[config.mk]
export PLATFORM = sky130hd
export DESIGN_NAME = cmp4_timer
export DESIGN_NICKNAME = d
export VERILOG_FILES = /design/src/rtl/cmp4_pkg.sv /design/src/rtl/cmp4_ctrl.sv /design/src/rtl/cmp4_datapath.sv /design/src/rtl/cmp4_timer.sv
export SDC_FILE = /design/constraint.sdc
export NUM_CORES = 1
export LEC_CHECK = 0
export ABC_AREA = 1
export CORE_MARGIN = 3
export CORE_UTILIZATION = 60
export CTS_CLUSTER_DIAMETER = 200
export CTS_CLUSTER_SIZE = 28
export DETAILED_ROUTE_END_ITERATION = 7
export GPL_TIMING_DRIVEN = 1
export PLACE_DENSITY = 0.81
export SYNTH_ARGS = -nofsm -noshare
export SYNTH_HDL_FRONTEND = slang
export SYNTH_SLANG_ARGS = --single-unit
[constraint.sdc]
create_clock -name clk -period 1.82 [get_ports clk]
set_clock_uncertainty 0.15 [all_clocks]
set_input_delay 0.273 -clock clk [delete_from_list [all_inputs] [get_ports clk]]
set_output_delay 0.273 -clock clk [all_outputs]
set_load 0.01 [all_outputs]
[src/rtl/cmp4_pkg.sv]
package cmp4_pkg;
  localparam int NCH    = 4;
  localparam int CNT_W  = 16;
  localparam int ADDR_W = 5;
  localparam int DATA_W = 8;
  localparam int ACT_W  = 2;

  localparam logic [ADDR_W-1:0] A_CNT_HI   = 5'h00;
  localparam logic [ADDR_W-1:0] A_CNT_LO   = 5'h01;
  localparam int                A_CMP_BASE = 2;
  localparam logic [ADDR_W-1:0] A_IOSEL    = 5'h0A;
  localparam logic [ADDR_W-1:0] A_ACT      = 5'h0B;
  localparam logic [ADDR_W-1:0] A_FORCE    = 5'h0C;
  localparam logic [ADDR_W-1:0] A_DATA3    = 5'h0D;
  localparam logic [ADDR_W-1:0] A_MASK3    = 5'h0E;
  localparam logic [ADDR_W-1:0] A_FLAG     = 5'h0F;
  localparam logic [ADDR_W-1:0] A_IRQEN    = 5'h10;
  localparam logic [ADDR_W-1:0] A_PIN      = 5'h11;
  localparam logic [ADDR_W-1:0] A_OE       = 5'h12;

  typedef enum logic [ACT_W-1:0] {
    ACT_NONE   = 2'b00,
    ACT_TOGGLE = 2'b01,
    ACT_CLEAR  = 2'b10,
    ACT_SET    = 2'b11
  } act_e;

  typedef struct packed {
    logic [NCH-1:0][CNT_W-1:0] cmpVal;
    logic [NCH-1:0]            ioSel;
    logic [NCH-1:0][ACT_W-1:0] action;
    logic [NCH-1:0]            mask3;
    logic [NCH-1:0]            data3;
    logic [NCH-1:0]            irqEn;
  } cfg_t;

  typedef struct packed {
    logic [NCH-1:0] forceHit;
    logic [NCH-1:0] flagClr;
  } stb_t;
endpackage

[src/rtl/cmp4_ctrl.sv]
module cmp4_ctrl
  import cmp4_pkg::*;
(
  input  logic                   clk,
  input  logic                   rstN,
  input  logic [ADDR_W-1:0]      regAddr,
  input  logic                   regWe,
  input  logic [DATA_W-1:0]      regWdata,
  output logic [DATA_W-1:0]      regRdata,
  input  logic [CNT_W-1:0]       cnt,
  input  logic [NCH-1:0]         flags,
  input  logic [NCH-1:0]         pinQ,
  input  logic [NCH-1:0]         pinOe,
  output cfg_t                   cfg,
  output stb_t                   stb
);
  localparam int PAD_W = DATA_W - NCH;

  logic [NCH-1:0][CNT_W-1:0] cmpQ;
  logic [NCH-1:0]            ioSelQ;
  logic [NCH-1:0][ACT_W-1:0] actQ;
  logic [NCH-1:0]            maskQ;
  logic [NCH-1:0]            dataQ;
  logic [NCH-1:0]            irqEnQ;

  // one-cycle strobes toward the datapath
  always_comb begin
    stb.forceHit = (regWe && regAddr == A_FORCE) ? regWdata[NCH-1:0] : '0;
    stb.flagClr  = (regWe && regAddr == A_FLAG)  ? regWdata[NCH-1:0] : '0;
  end

  always_ff @(posedge clk) begin
    if (!rstN) begin
      ioSelQ <= '0;
      actQ   <= '0;
      maskQ  <= '0;
      dataQ  <= '0;
      irqEnQ <= '0;
    end else if (regWe) begin
      case (regAddr)
        A_IOSEL: ioSelQ <= regWdata[NCH-1:0];
        A_ACT:   actQ   <= regWdata[NCH*ACT_W-1:0];
        A_MASK3: maskQ  <= regWdata[NCH-1:0];
        A_DATA3: dataQ  <= regWdata[NCH-1:0];
        A_IRQEN: irqEnQ <= regWdata[NCH-1:0];
        default: ;
      endcase
    end
  end

  for (genvar n = 0; n < NCH; n++) begin : g_cmp
    localparam logic [ADDR_W-1:0] HI_A = ADDR_W'(A_CMP_BASE + 2*n);
    localparam logic [ADDR_W-1:0] LO_A = ADDR_W'(A_CMP_BASE + 2*n + 1);
    always_ff @(posedge clk) begin
      if (!rstN) begin
        cmpQ[n] <= '0;
      end else if (regWe && regAddr == HI_A) begin
        cmpQ[n][CNT_W-1:DATA_W] <= regWdata;
      end else if (regWe && regAddr == LO_A) begin
        cmpQ[n][DATA_W-1:0] <= regWdata;
      end
    end
  end

  assign cfg.cmpVal = cmpQ;
  assign cfg.ioSel  = ioSelQ;
  assign cfg.action = actQ;
  assign cfg.mask3  = maskQ;
  assign cfg.data3  = dataQ;
  assign cfg.irqEn  = irqEnQ;

  always_comb begin
    regRdata = '0;
    case (regAddr)
      A_CNT_HI: regRdata = cnt[CNT_W-1:DATA_W];
      A_CNT_LO: regRdata = cnt[DATA_W-1:0];
      A_IOSEL:  regRdata = {{PAD_W{1'b0}}, ioSelQ};
      A_ACT:    regRdata = actQ;
      A_MASK3:  regRdata = {{PAD_W{1'b0}}, maskQ};
      A_DATA3:  regRdata = {{PAD_W{1'b0}}, dataQ};
      A_FLAG:   regRdata = {{PAD_W{1'b0}}, flags};
      A_IRQEN:  regRdata = {{PAD_W{1'b0}}, irqEnQ};
      A_PIN:    regRdata = {{PAD_W{1'b0}}, pinQ};
      A_OE:     regRdata = {{PAD_W{1'b0}}, pinOe};
      default:  regRdata = '0;
    endcase
    for (int n = 0; n < NCH; n++) begin
      if (regAddr == ADDR_W'(A_CMP_BASE + 2*n))     regRdata = cmpQ[n][CNT_W-1:DATA_W];
      if (regAddr == ADDR_W'(A_CMP_BASE + 2*n + 1)) regRdata = cmpQ[n][DATA_W-1:0];
    end
  end
endmodule

[src/rtl/cmp4_datapath.sv]
module cmp4_datapath
  import cmp4_pkg::*;
(
  input  logic             clk,
  input  logic             rstN,
  input  logic             tickEn,
  input  cfg_t             cfg,
  input  stb_t             stb,
  output logic [CNT_W-1:0] cnt,
  output logic [NCH-1:0]   flags,
  output logic [NCH-1:0]   pinQ,
  output logic [NCH-1:0]   pinOe,
  output logic             irq
);
  localparam int OVR_CH = NCH - 1;

  logic [NCH-1:0] matchHit;
  logic [NCH-1:0] forceOk;
  logic [NCH-1:0] chEvt;
  logic [NCH-1:0] pinNext;

  always_ff @(posedge clk) begin
    if (!rstN)       cnt <= '0;
    else if (tickEn) cnt <= cnt + 1'b1;
  end

  for (genvar n = 0; n < NCH; n++) begin : g_ch
    assign matchHit[n] = tickEn && cfg.ioSel[n] && (cnt == cfg.cmpVal[n]);
    assign forceOk[n]  = stb.forceHit[n] && cfg.ioSel[n];
    assign chEvt[n]    = matchHit[n] || forceOk[n];
    assign pinOe[n]    = cfg.ioSel[n] && (cfg.mask3[n] || (cfg.action[n] != ACT_NONE));
  end

  always_comb begin
    for (int n = 0; n < NCH; n++) begin
      pinNext[n] = pinQ[n];
      if (chEvt[n]) begin
        case (act_e'(cfg.action[n]))
          ACT_TOGGLE: pinNext[n] = ~pinQ[n];
          ACT_CLEAR:  pinNext[n] = 1'b0;
          ACT_SET:    pinNext[n] = 1'b1;
          default:    pinNext[n] = pinQ[n];
        endcase
      end
      if (chEvt[OVR_CH] && cfg.mask3[n]) pinNext[n] = cfg.data3[n];
    end
  end

  always_ff @(posedge clk) begin
    if (!rstN) begin
      pinQ  <= '0;
      flags <= '0;
    end else begin
      pinQ  <= pinNext;
      flags <= (flags & ~stb.flagClr) | (matchHit & ~stb.forceHit);
    end
  end

  assign irq = |(flags & cfg.irqEn);
endmodule

[src/rtl/cmp4_timer.sv]
module cmp4_timer
  import cmp4_pkg::*;
(
  input  logic              clk,
  input  logic              rstN,
  input  logic              tickEn,
  input  logic [ADDR_W-1:0] regAddr,
  input  logic              regWe,
  input  logic [DATA_W-1:0] regWdata,
  output logic [DATA_W-1:0] regRdata,
  output logic [NCH-1:0]    pinOut,
  output logic [NCH-1:0]    pinOe,
  output logic              irq
);
  cfg_t             cfg;
  stb_t             stb;
  logic [CNT_W-1:0] cnt;
  logic [NCH-1:0]   flags;

  cmp4_ctrl ctrl_i (
    .clk(clk), .rstN(rstN), .regAddr(regAddr), .regWe(regWe),
    .regWdata(regWdata), .regRdata(regRdata), .cnt(cnt), .flags(flags),
    .pinQ(pinOut), .pinOe(pinOe), .cfg(cfg), .stb(stb)
  );

  cmp4_datapath dp_i (
    .clk(clk), .rstN(rstN), .tickEn(tickEn), .cfg(cfg), .stb(stb),
    .cnt(cnt), .flags(flags), .pinQ(pinOut), .pinOe(pinOe), .irq(irq)
  );
endmodule

==> reports/metrics.cfg <==
[outcome]
status = finished, violations left
violations = DRC, setup timing

[clock_network]
cts_root_buf = clkbuf_8
ctsLongestPathBuffers = 2
cts_max_level = 3
worstSkewPairLatency_ns = 0.41
cts_tree = yes
clkTransAtPathRegs_ns = 0.12
clock-sinks = 112
cts_buffers = 9

[critical_path]
end_kind = output port
critPathLaunchType = flop
crit_arrival_ns = 1.97
crit_required_ns = 1.40
crit_fanout = 2
worst-setup-path-type = reg -> out

[cells_and_area]
fill_cells = 546
drive_above_1_share_pct = 34.9
final_net_count = 1235
synthToLayoutAreaGrowth_pct = 42.2
layout_common_cells = nand2_1 (192), buf_4 (181), a21oi_1 (108)
instances_no_fill = 1354
diodes = 0
stdcell_area_um2 = 9260
final_common_cell = nand2_1

[synthesis]
synth_edf_count = 0
yosys_warnings = 0
synthXorXnorAreaFrac_pct = 3.09
seq_area_frac_synth_pct = 34.4
synthMuxAreaShare_pct = 0
synth-compound-area-share_pct = 19.5
syn_avg_cell_area_um2 = 6.48
synth_fa_ha_area_share_pct = 0.961
syn_area_um2 = 6510
synthFlopType = dfxtp_1
yosysUniqueCellTypes = 38
synth_nets = 1026
synthSimpleGateAreaFrac_pct = 31.4
postSynthCellCount = 1004
synth-seq-cells = 112
async_flop_share_pct = 0
synth_top_family_by_area = simple AND/OR/NAND/NOR gates

[grt]
track_usage_pct = 45.6
grt_pass1_vias = 7689
grtUsageMet1_pct = 57.9
grt_busiest_layer = met2
antenna_found_initial = 0
grt_overflow_total = 0
grt_max_degree = 78
grt_pass1_wl_um = 41200
gr-usage-met2_pct = 69.2
use_met3_pct = 13.0

[placement]
hpwl_um = 18500
gp_congestion = 1.04
dp_cells = 1313
dpl-instance-area_um2 = 8260
numPortBuffers = 33
post-place-ws_ns = -1.17

[floorplanning]
coreArea_um2 = 10400
num_io_pins = 34
dieWidth_um = 110
die_h_um = 110
dieArea_um2 = 12100
start_util_pct = 62.5
rows = 37

[routing]
routed_wl_um = 30100
wire_per_inst_um = 22.2
drc_errors = 26
vias = 8644
via_per_inst = 6.38
detail_route.first_pass.iterations = 8
drt_iter0_drc = 1760
ant_nets = 0

[sta]
slew_viol_final = 0
fmax_mhz = 417
rsz0062_at_grt = true
slew_headroom_pct = 63.8
finalHoldViolCount = 0
worst_pin_slew_ns = 0.541
final.min_clock_period_ns = 2.40
timing.final.ws_setup_ns = -0.576
setup_viol = 26
finalCritPeriodShare_pct = 132

[min_path]
hold_class = in -> reg

[pwr]
power-per-cell-area_nw_per_um2 = 508
power.leakage_nw = 4.14
ir_drop_uv = 730
total_power_mw = 4.70

[job]
maxCapViolCount = 0

-- flip-flops by register name, summed over array words and instances, names as in the netlist --
| register | flops |
|---|---|
| ctrl_i.cfg | 72 |
| dp_i.cnt | 16 |
| ctrl_i.dataQ | 4 |
| ctrl_i.ioSelQ | 4 |
| ctrl_i.irqEnQ | 4 |
| ctrl_i.maskQ | 4 |
| dp_i.flags | 4 |
| dp_i.pinQ | 4 |
-- layout make-up --
cell class	count	area, µm²	share of cell area [%]
Multi-Input combinational cell	725	4150	44.9
Sequential cell	112	2270	24.5
Timing Repair Buffer	247	2030	22.0
Inverter	118	450	4.87
Tap cell	136	170	1.84
Clock buffer	10	128	1.38
Clock inverter	6	51.3	0.554
-- repair_timing --
item / in CTS / in global routing
gates resized for setup: 206 / 90
setup endpoints to repair: 73 / 28
hold buffers: 0 / 0
setup buffers: 21 / 13
pin swaps: 77 / 64
-- stage by stage --
stage	hold WS [ns]	TNS [ns]	util (%)
floorplan	0.287	0	-
global placement	0.308	-47.65	79.3
detailed placement	0.317	-50.25	79.3
CTS	0.0113	-3.44	86.1
global route	0.0177	-7.72	88.9
finish	0.0154	-6.94	88.9
-- power breakdown --
group	switching (mW)	internal, mW
Sequential	0.0290	2.48
Combinational	0.429	0.255
Clock	0.989	0.523
Total	1.45	3.25
-- synthesized netlist by cell type, types with 3 or more instances --
| cell | number | area, µm² |
|---|---|---|
| nand2_1 | 227 | 852 |
| o21ai_0 | 110 | 551 |
| nand4_1 | 26 | 163 |
| o2111ai_1 | 4 | 35.0 |
| nor2_4 | 9 | 101 |
| buf_6 | 3 | 33.8 |
| nor2_1 | 93 | 349 |
| nor2_2 | 5 | 31.3 |
| nor3_1 | 8 | 40.0 |
| o22ai_1 | 3 | 18.8 |
| a21oi_1 | 120 | 601 |
| clkbuf_1 | 24 | 90.1 |
| dfxtp_1 | 112 | 2240 |
| nand3_1 | 60 | 300 |
| nand2_4 | 3 | 33.8 |
| inv_2 | 13 | 48.8 |
| nand2_2 | 7 | 43.8 |
| xnor2_1 | 15 | 131 |
| xor2_1 | 8 | 70.1 |
| ha_1 | 5 | 62.6 |
| or2_2 | 5 | 31.3 |
| inv_1 | 105 | 394 |
| buf_2 | 15 | 75.1 |
| buf_4 | 6 | 45.0 |
-- kinds of logic after synthesis --
logic type / Yosys count
buffers and inverters: 167
adder cells (fa/ha/maj): 5
AO/OA/AOI/OAI: 246
AND/OR/NAND/NOR: 451
flip-flops: 112
XOR/XNOR: 23
-- final timing paths --
kind         slack [ns]  cells past startpoint      startpoint          endpoint
max               -0.58                     12  ctrl_i.cfg[14]       regRdata[1]
min                0.02                      3            rstN  ctrl_i.irqEnQ[2]
max reg2reg       -0.37                     11     dp_i.cnt[3]      dp_i.cnt[14]
min reg2reg        0.35                      2  ctrl_i.cfg[26]    ctrl_i.cfg[26]
-- metal layers --
layer / share of wire, % / wire [µm] / vias up
met4: 8.5 / 2570 / 0
met2: 42 / 12600 / 848
li1: - / - / 3687
met3: 16 / 4670 / 268
met5: 0 / 0 / -
met1: 34 / 10300 / 3841
-- worst max-delay path, stage by stage (launching register included) --
cell,delay (ns)
dfxtp_2,0.36
inv_2,0.08
ha_4,0.15
nand2_2,0.06
nand3_2,0.07
nand2_2,0.05
nand2_2,0.07
nand4_1,0.13
nand2_1,0.09
nand4_1,0.11
nor2_2,0.16
nand3_1,0.08
buf_2,0.15
Power figures use the tool's default switching activity.
